$ cat config.mk
export PLATFORM = sky130hd
export DESIGN_NAME = adc_pwr_ctrl
export DESIGN_NICKNAME = d
export VERILOG_FILES = /design/src/rtl/adc_pwr_pkg.sv /design/src/rtl/adc_pwr_timer.sv /design/src/rtl/adc_pwr_fsm.sv /design/src/rtl/adc_pwr_cfg.sv /design/src/rtl/adc_pwr_ctrl.sv
export SDC_FILE = /design/constraint.sdc
export NUM_CORES = 1
export LEC_CHECK = 0
export BUFFER_PORTS_ARGS = -buffer_cell sky130_fd_sc_hd__buf_4
export CAP_MARGIN = 20
export CELL_PAD_IN_SITES_DETAIL_PLACEMENT = 1
export CELL_PAD_IN_SITES_GLOBAL_PLACEMENT = 1
export CORE_ASPECT_RATIO = 1.2
export CORE_MARGIN = 2
export CORE_UTILIZATION = 40
export DETAILED_ROUTE_END_ITERATION = 10
export GPL_ROUTABILITY_DRIVEN = 1
export GPL_TIMING_DRIVEN = 0
export HOLD_SLACK_MARGIN = 0.08
export PLACE_DENSITY_LB_ADDON = 0.3
export REMOVE_ABC_BUFFERS = 1
export SLEW_MARGIN = 20
export SYNTH_ARGS = -nofsm -noshare
export SYNTH_HDL_FRONTEND = slang
export SYNTH_HIERARCHICAL = 1
export SYNTH_SLANG_ARGS = --single-unit
$ cat constraint.sdc
create_clock -name clk -period 2.15 [get_ports clk]
set_input_delay 0.215 -clock clk [delete_from_list [all_inputs] [get_ports clk]]
set_output_delay 0.215 -clock clk [all_outputs]
set_load 0.1 [all_outputs]
$ cat src/rtl/adc_pwr_pkg.sv
package adc_pwr_pkg;

    typedef enum logic [1:0] {
        PS_OFF  = 2'd0,
        PS_STBY = 2'd1,
        PS_WAKE = 2'd2,
        PS_ON   = 2'd3
    } pwr_state_e;

    localparam logic [1:0] MODE_OFF  = 2'b00;
    localparam logic [1:0] MODE_STBY = 2'b01;
    localparam logic [1:0] MODE_ON   = 2'b10;

    function automatic logic [1:0] mode_of(pwr_state_e s);
        logic [1:0] m;
        case (s)
            PS_OFF:  m = MODE_OFF;
            PS_STBY: m = MODE_STBY;
            default: m = MODE_ON;
        endcase
        return m;
    endfunction

endpackage

$ cat src/rtl/adc_pwr_timer.sv
module adc_pwr_timer #(
    parameter int unsigned WAKE_CYC = 230
) (
    input  logic clk,
    input  logic rst_n,
    input  logic run,
    output logic done
);
    localparam int unsigned CNT_W = (WAKE_CYC > 2) ? $clog2(WAKE_CYC) : 1;
    localparam logic [CNT_W-1:0] LOAD = CNT_W'(WAKE_CYC - 1);

    typedef struct packed {
        logic [CNT_W-1:0] cnt;
    } tmr_t;

    tmr_t t_d, t_q;

    always_comb begin
        t_d = t_q;
        if (!run) begin
            t_d.cnt = LOAD;
        end else if (t_q.cnt != '0) begin
            t_d.cnt = t_q.cnt - 1'b1;
        end
    end

    always_ff @(posedge clk or negedge rst_n) begin
        if (!rst_n) begin
            t_q.cnt <= LOAD;
        end else begin
            t_q <= t_d;
        end
    end

    assign done = run && (t_q.cnt == '0);

endmodule

$ cat src/rtl/adc_pwr_fsm.sv
module adc_pwr_fsm
    import adc_pwr_pkg::*;
(
    input  logic       clk,
    input  logic       rst_n,
    input  logic       enable,
    input  logic       standby,
    input  logic       wake_done,
    output pwr_state_e state,
    output logic       wake_run,
    output logic       pwr_dn,
    output logic       stby_ctl,
    output logic       rdy
);
    typedef struct packed {
        pwr_state_e st;
        logic       pdn;
        logic       sby;
        logic       rdy;
    } fsm_t;

    fsm_t f_d, f_q;

    always_comb begin
        pwr_state_e nxt;
        nxt = f_q.st;
        if (!enable) begin
            nxt = PS_OFF;
        end else if (standby) begin
            nxt = PS_STBY;
        end else begin
            case (f_q.st)
                PS_OFF:  nxt = PS_WAKE;
                PS_STBY: nxt = PS_WAKE;
                PS_WAKE: nxt = wake_done ? PS_ON : PS_WAKE;
                default: nxt = PS_ON;
            endcase
        end
        f_d.st  = nxt;
        f_d.pdn = (nxt == PS_OFF);
        f_d.sby = (nxt == PS_STBY);
        f_d.rdy = (nxt == PS_ON);
    end

    always_ff @(posedge clk or negedge rst_n) begin
        if (!rst_n) begin
            f_q.st  <= PS_OFF;
            f_q.pdn <= 1'b1;
            f_q.sby <= 1'b0;
            f_q.rdy <= 1'b0;
        end else begin
            f_q <= f_d;
        end
    end

    assign state    = f_q.st;
    assign wake_run = (f_q.st == PS_WAKE);
    assign pwr_dn   = f_q.pdn;
    assign stby_ctl = f_q.sby;
    assign rdy      = f_q.rdy;

endmodule

$ cat src/rtl/adc_pwr_cfg.sv
module adc_pwr_cfg #(
    parameter int unsigned CFG_W = 8
) (
    input  logic             clk,
    input  logic             rst_n,
    input  logic             lock,
    input  logic             wr,
    input  logic [CFG_W-1:0] wdata,
    output logic [CFG_W-1:0] cfg,
    output logic             err
);
    typedef struct packed {
        logic [CFG_W-1:0] word;
        logic             err;
    } cfg_t;

    cfg_t c_d, c_q;

    always_comb begin
        c_d     = c_q;
        c_d.err = wr && lock;
        if (wr && !lock) begin
            c_d.word = wdata;
        end
    end

    always_ff @(posedge clk or negedge rst_n) begin
        if (!rst_n) begin
            c_q.word <= '0;
            c_q.err  <= 1'b0;
        end else begin
            c_q <= c_d;
        end
    end

    assign cfg = c_q.word;
    assign err = c_q.err;

endmodule

$ cat src/rtl/adc_pwr_ctrl.sv
module adc_pwr_ctrl
    import adc_pwr_pkg::*;
#(
    parameter int unsigned WAKE_CYC = 230,
    parameter int unsigned CFG_W    = 8
) (
    input  logic             clk,
    input  logic             rst_n,
    input  logic             enable,
    input  logic             standby,
    input  logic             cfg_wr,
    input  logic [CFG_W-1:0] cfg_data,
    output logic             pwr_dn,
    output logic             stby_ctl,
    output logic [1:0]       mode,
    output logic             ready,
    output logic [CFG_W-1:0] cfg_q,
    output logic             wr_err
);
    pwr_state_e state;
    logic       wake_run;
    logic       wake_done;
    logic       rdy_q;

    adc_pwr_fsm u_fsm (
        .clk       (clk),
        .rst_n     (rst_n),
        .enable    (enable),
        .standby   (standby),
        .wake_done (wake_done),
        .state     (state),
        .wake_run  (wake_run),
        .pwr_dn    (pwr_dn),
        .stby_ctl  (stby_ctl),
        .rdy       (rdy_q)
    );

    adc_pwr_timer #(.WAKE_CYC(WAKE_CYC)) u_tmr (
        .clk   (clk),
        .rst_n (rst_n),
        .run   (wake_run),
        .done  (wake_done)
    );

    adc_pwr_cfg #(.CFG_W(CFG_W)) u_cfg (
        .clk   (clk),
        .rst_n (rst_n),
        .lock  (enable),
        .wr    (cfg_wr),
        .wdata (cfg_data),
        .cfg   (cfg_q),
        .err   (wr_err)
    );

    // A cleared enable overrides the registered status at once.
    assign mode  = enable ? mode_of(state) : MODE_OFF;
    assign ready = enable && rdy_q;

endmodule

==> out/results.txt <==
Status -> finished clean
Post-route setup TNS -> 0 ns
Worst path max stage delay -> 0.63 ns
Worst-Margin Slew -> 0.757 ns
Sequential fraction of the synthesis area -> 0.522
Drt wl/cell -> 14.5 µm
Placed Cells incl. Taps -> 140
Post-synth top area share -> 0.375
Clock buffer depth -> 2
HPWL Detailed -> 1.57 mm
Input/output buffers -> 26
Gp weighted congestion -> 0.760
Fin crit period -> 1.87 ns
Worst Path Required -> 2.39 ns
DRC Markers -> 0
Largest net degree at the start of global routing -> 23
Post-layout nets -> 130
Area growth syn-to-layout -> 26.9%
Mapped Cells -> 83
Die Width -> 51.2 µm
Max_slew headroom -> 0.494
Syn. warnings -> 6
Hold Crit Class -> in -> reg
CTS Root Cell -> clkbuf_4
Resized Gates After CTS -> 0
Routed vias/inst -> 5.08
Startpoint class of the critical path -> flip-flop
Initial antenna violation count -> 0
DR pass1 iterations -> 4
Initial Utilization -> 0.423
First-pass GRT wire length -> 3.71 mm
Worst Setup End Kind -> flip-flop
Final instance area -> 1360 µm²
Setup CP Type -> reg -> reg
Max Clock Freq -> 533 MHz
Area leader, netlist -> dfrtp_1
Crit path max-delay cell type -> nor3b_1
Overall power -> 0.00103 W
Synth Register Bits -> 22
P per Cell Area -> 763 nW/µm²
Final setup fails -> 0
Number of antenna diodes -> 0
Clock slew at reported path FFs -> 0.12 ns
Ports -> 27
Gr usage total -> 0.163
Detailed-route via count -> 747
Placed Area -> 1290 µm²
Final wirelength -> 2.13 mm
CTS tree -> built
Clock Skew -> 0.00501 ns
DRT iter0 DRCs -> 9
Critical path buffers and inverters -> 1
Leak -> 0.609 nW
CTS Buf Count -> 3
Setup bufs post-CTS -> 0
Most used DFF post-synth -> dfrtp_1
Final hold vios -> 0
Worst path top cell family by delay -> simple AND/OR/NAND/NOR gates
Die H -> 60.6 µm
Worst-skew pair later-pin latency -> 0.31 ns
CP max FO -> 6
Unique masters post-synth -> 41
Non-filler cells, final -> 147
Pins Over Slew Limit -> 0
Grt ovf -> 0
Async set or reset register ratio after synthesis -> 1.00
Post-route ant nets -> 0
Post-synth EDFFs -> 0
Layout cells sized above 1 -> 0.518
Max cap viols -> 0
Cell Rows -> 20
Core footprint -> 2530 µm²
Syn avg cell area -> 12.9 µm²
RSZ-0062 raised after global routing -> false
Post-Syn Area -> 1070 µm²
Vias in the first global route -> 818
Die area -> 3100 µm²
Top cells by area, synth -> dfrtp_1 (37%), dfstp_2 (15%), mux2_4 (11%), ha_1 (2.3%), o21ai_0 (2.3%)
Period Utilization, post-route -> 0.872
H-tree Lvls -> 1
Sink Count -> 22
Crit path DAT -> 2.11 ns
CP cell instances -> inv_1, ha_1, nor3b_1, and3_1, o21ai_2, nor3_2
VDD IR max -> 410 µV
==> cell usage in the layout, fill, tap and decap left out, drive strengths merged, types with 3 or more instances in the layout <==
cell	count
and2	3
buf	26
clkbuf	4
dfrtp	16
dfstp	6
dlygate4sd3	3
inv	5
mux2	9
nand2	4
o21ai	6
==> cell type report <==
class	count	area [µm²]
fillers	272	1170
flip-flops and latches	22	558
multi-input cells	54	477
repair buffers	29	225
well taps	33	41.3
clock buffers	4	36.3
inverters	5	18.8
==> report_power, final <==
group | total, W | switching, W | internal (W)
sequential | 0.000463 | 0.0000175 | 0.000445
clock | 0.000228 | 0.000124 | 0.000104
combinational | 0.000343 | 0.000250 | 0.0000933
total | 0.00103 | 0.000392 | 0.000642
==> sequential cells by signal, indices dropped and copies added, names as in the netlist <==
signal,cells
u_fsm/stby_ctl,1
u_cfg/err,1
u_tmr/t_q,8
u_cfg/cfg,8
u_fsm/pwr_dn,1
u_fsm/state,2
u_fsm/rdy,1
==> layer usage <==
layer  vias up  wire (µm)  global-route usage
met5         -          0                   0
met4         0         37              0.0811
met3         4         60              0.0222
met2        13       1120               0.276
met1       370        913               0.206
li1        360          -                   -
==> cells in the mapped netlist (2+ instances only) <==
| library cell | count |
|---|---|
| and2_2 | 2 |
| and3_1 | 2 |
| dfrtp_1 | 16 |
| dfstp_2 | 6 |
| ha_1 | 2 |
| inv_1 | 3 |
| inv_2 | 2 |
| mux2_4 | 8 |
| nand2_1 | 4 |
| nand2b_1 | 2 |
| nor2_1 | 2 |
| o21ai_0 | 5 |
==> worst paths after layout <==
| kind | startpoint | depth (start not counted) | end | slack [ns] |
|---|---|---|---|---|
| worst max-delay path | u_tmr/t_q[1] | 6 | u_fsm/rdy | 0.28 |
| max in group asynchronous | rst_n | 2 | u_tmr/t_q[5] | 1.56 |
| worst min-delay path | cfg_data[2] | 2 | u_cfg/cfg[2] | 0.13 |
| min in group asynchronous | rst_n | 2 | u_tmr/t_q[1] | 0.31 |
| worst min register to register | u_cfg/cfg[6] | 1 | u_cfg/cfg[6] | 0.53 |
| worst max register to register | u_tmr/t_q[1] | 6 | u_fsm/rdy | 0.28 |
==> stage by stage <==
stage,hold WS [ns],worst slack [ns],util
after floorplan,-0.0806,0.465,-
after global placement,0.121,0.313,0.510
after detailed placement,0.118,0.278,0.510
after CTS,0.116,0.261,0.537
after global routing,0.112,0.0567,0.537
final,0.127,0.275,0.537
==> kinds of logic (layout without fill, tap and decap cells) <==
kind of cell	count (synthesis)	in the layout	share of synthesized area
AOI/OAI and AO/OA	16	16	0.114
adders and majority gates	2	2	0.0234
buffers and inverters	7	38	0.0316
DFF	22	22	0.522
muxes	10	10	0.132
and+or+nand+nor	26	26	0.177
==> repair_timing <==
action | 4_1_cts | 5_1_grt
hold endpoints to repair | 25 | 0
endpoints found under the setup margin | 0 | 0
hold buffers | 3 | 0
Note: power is estimated with default switching activity, not from simulation.
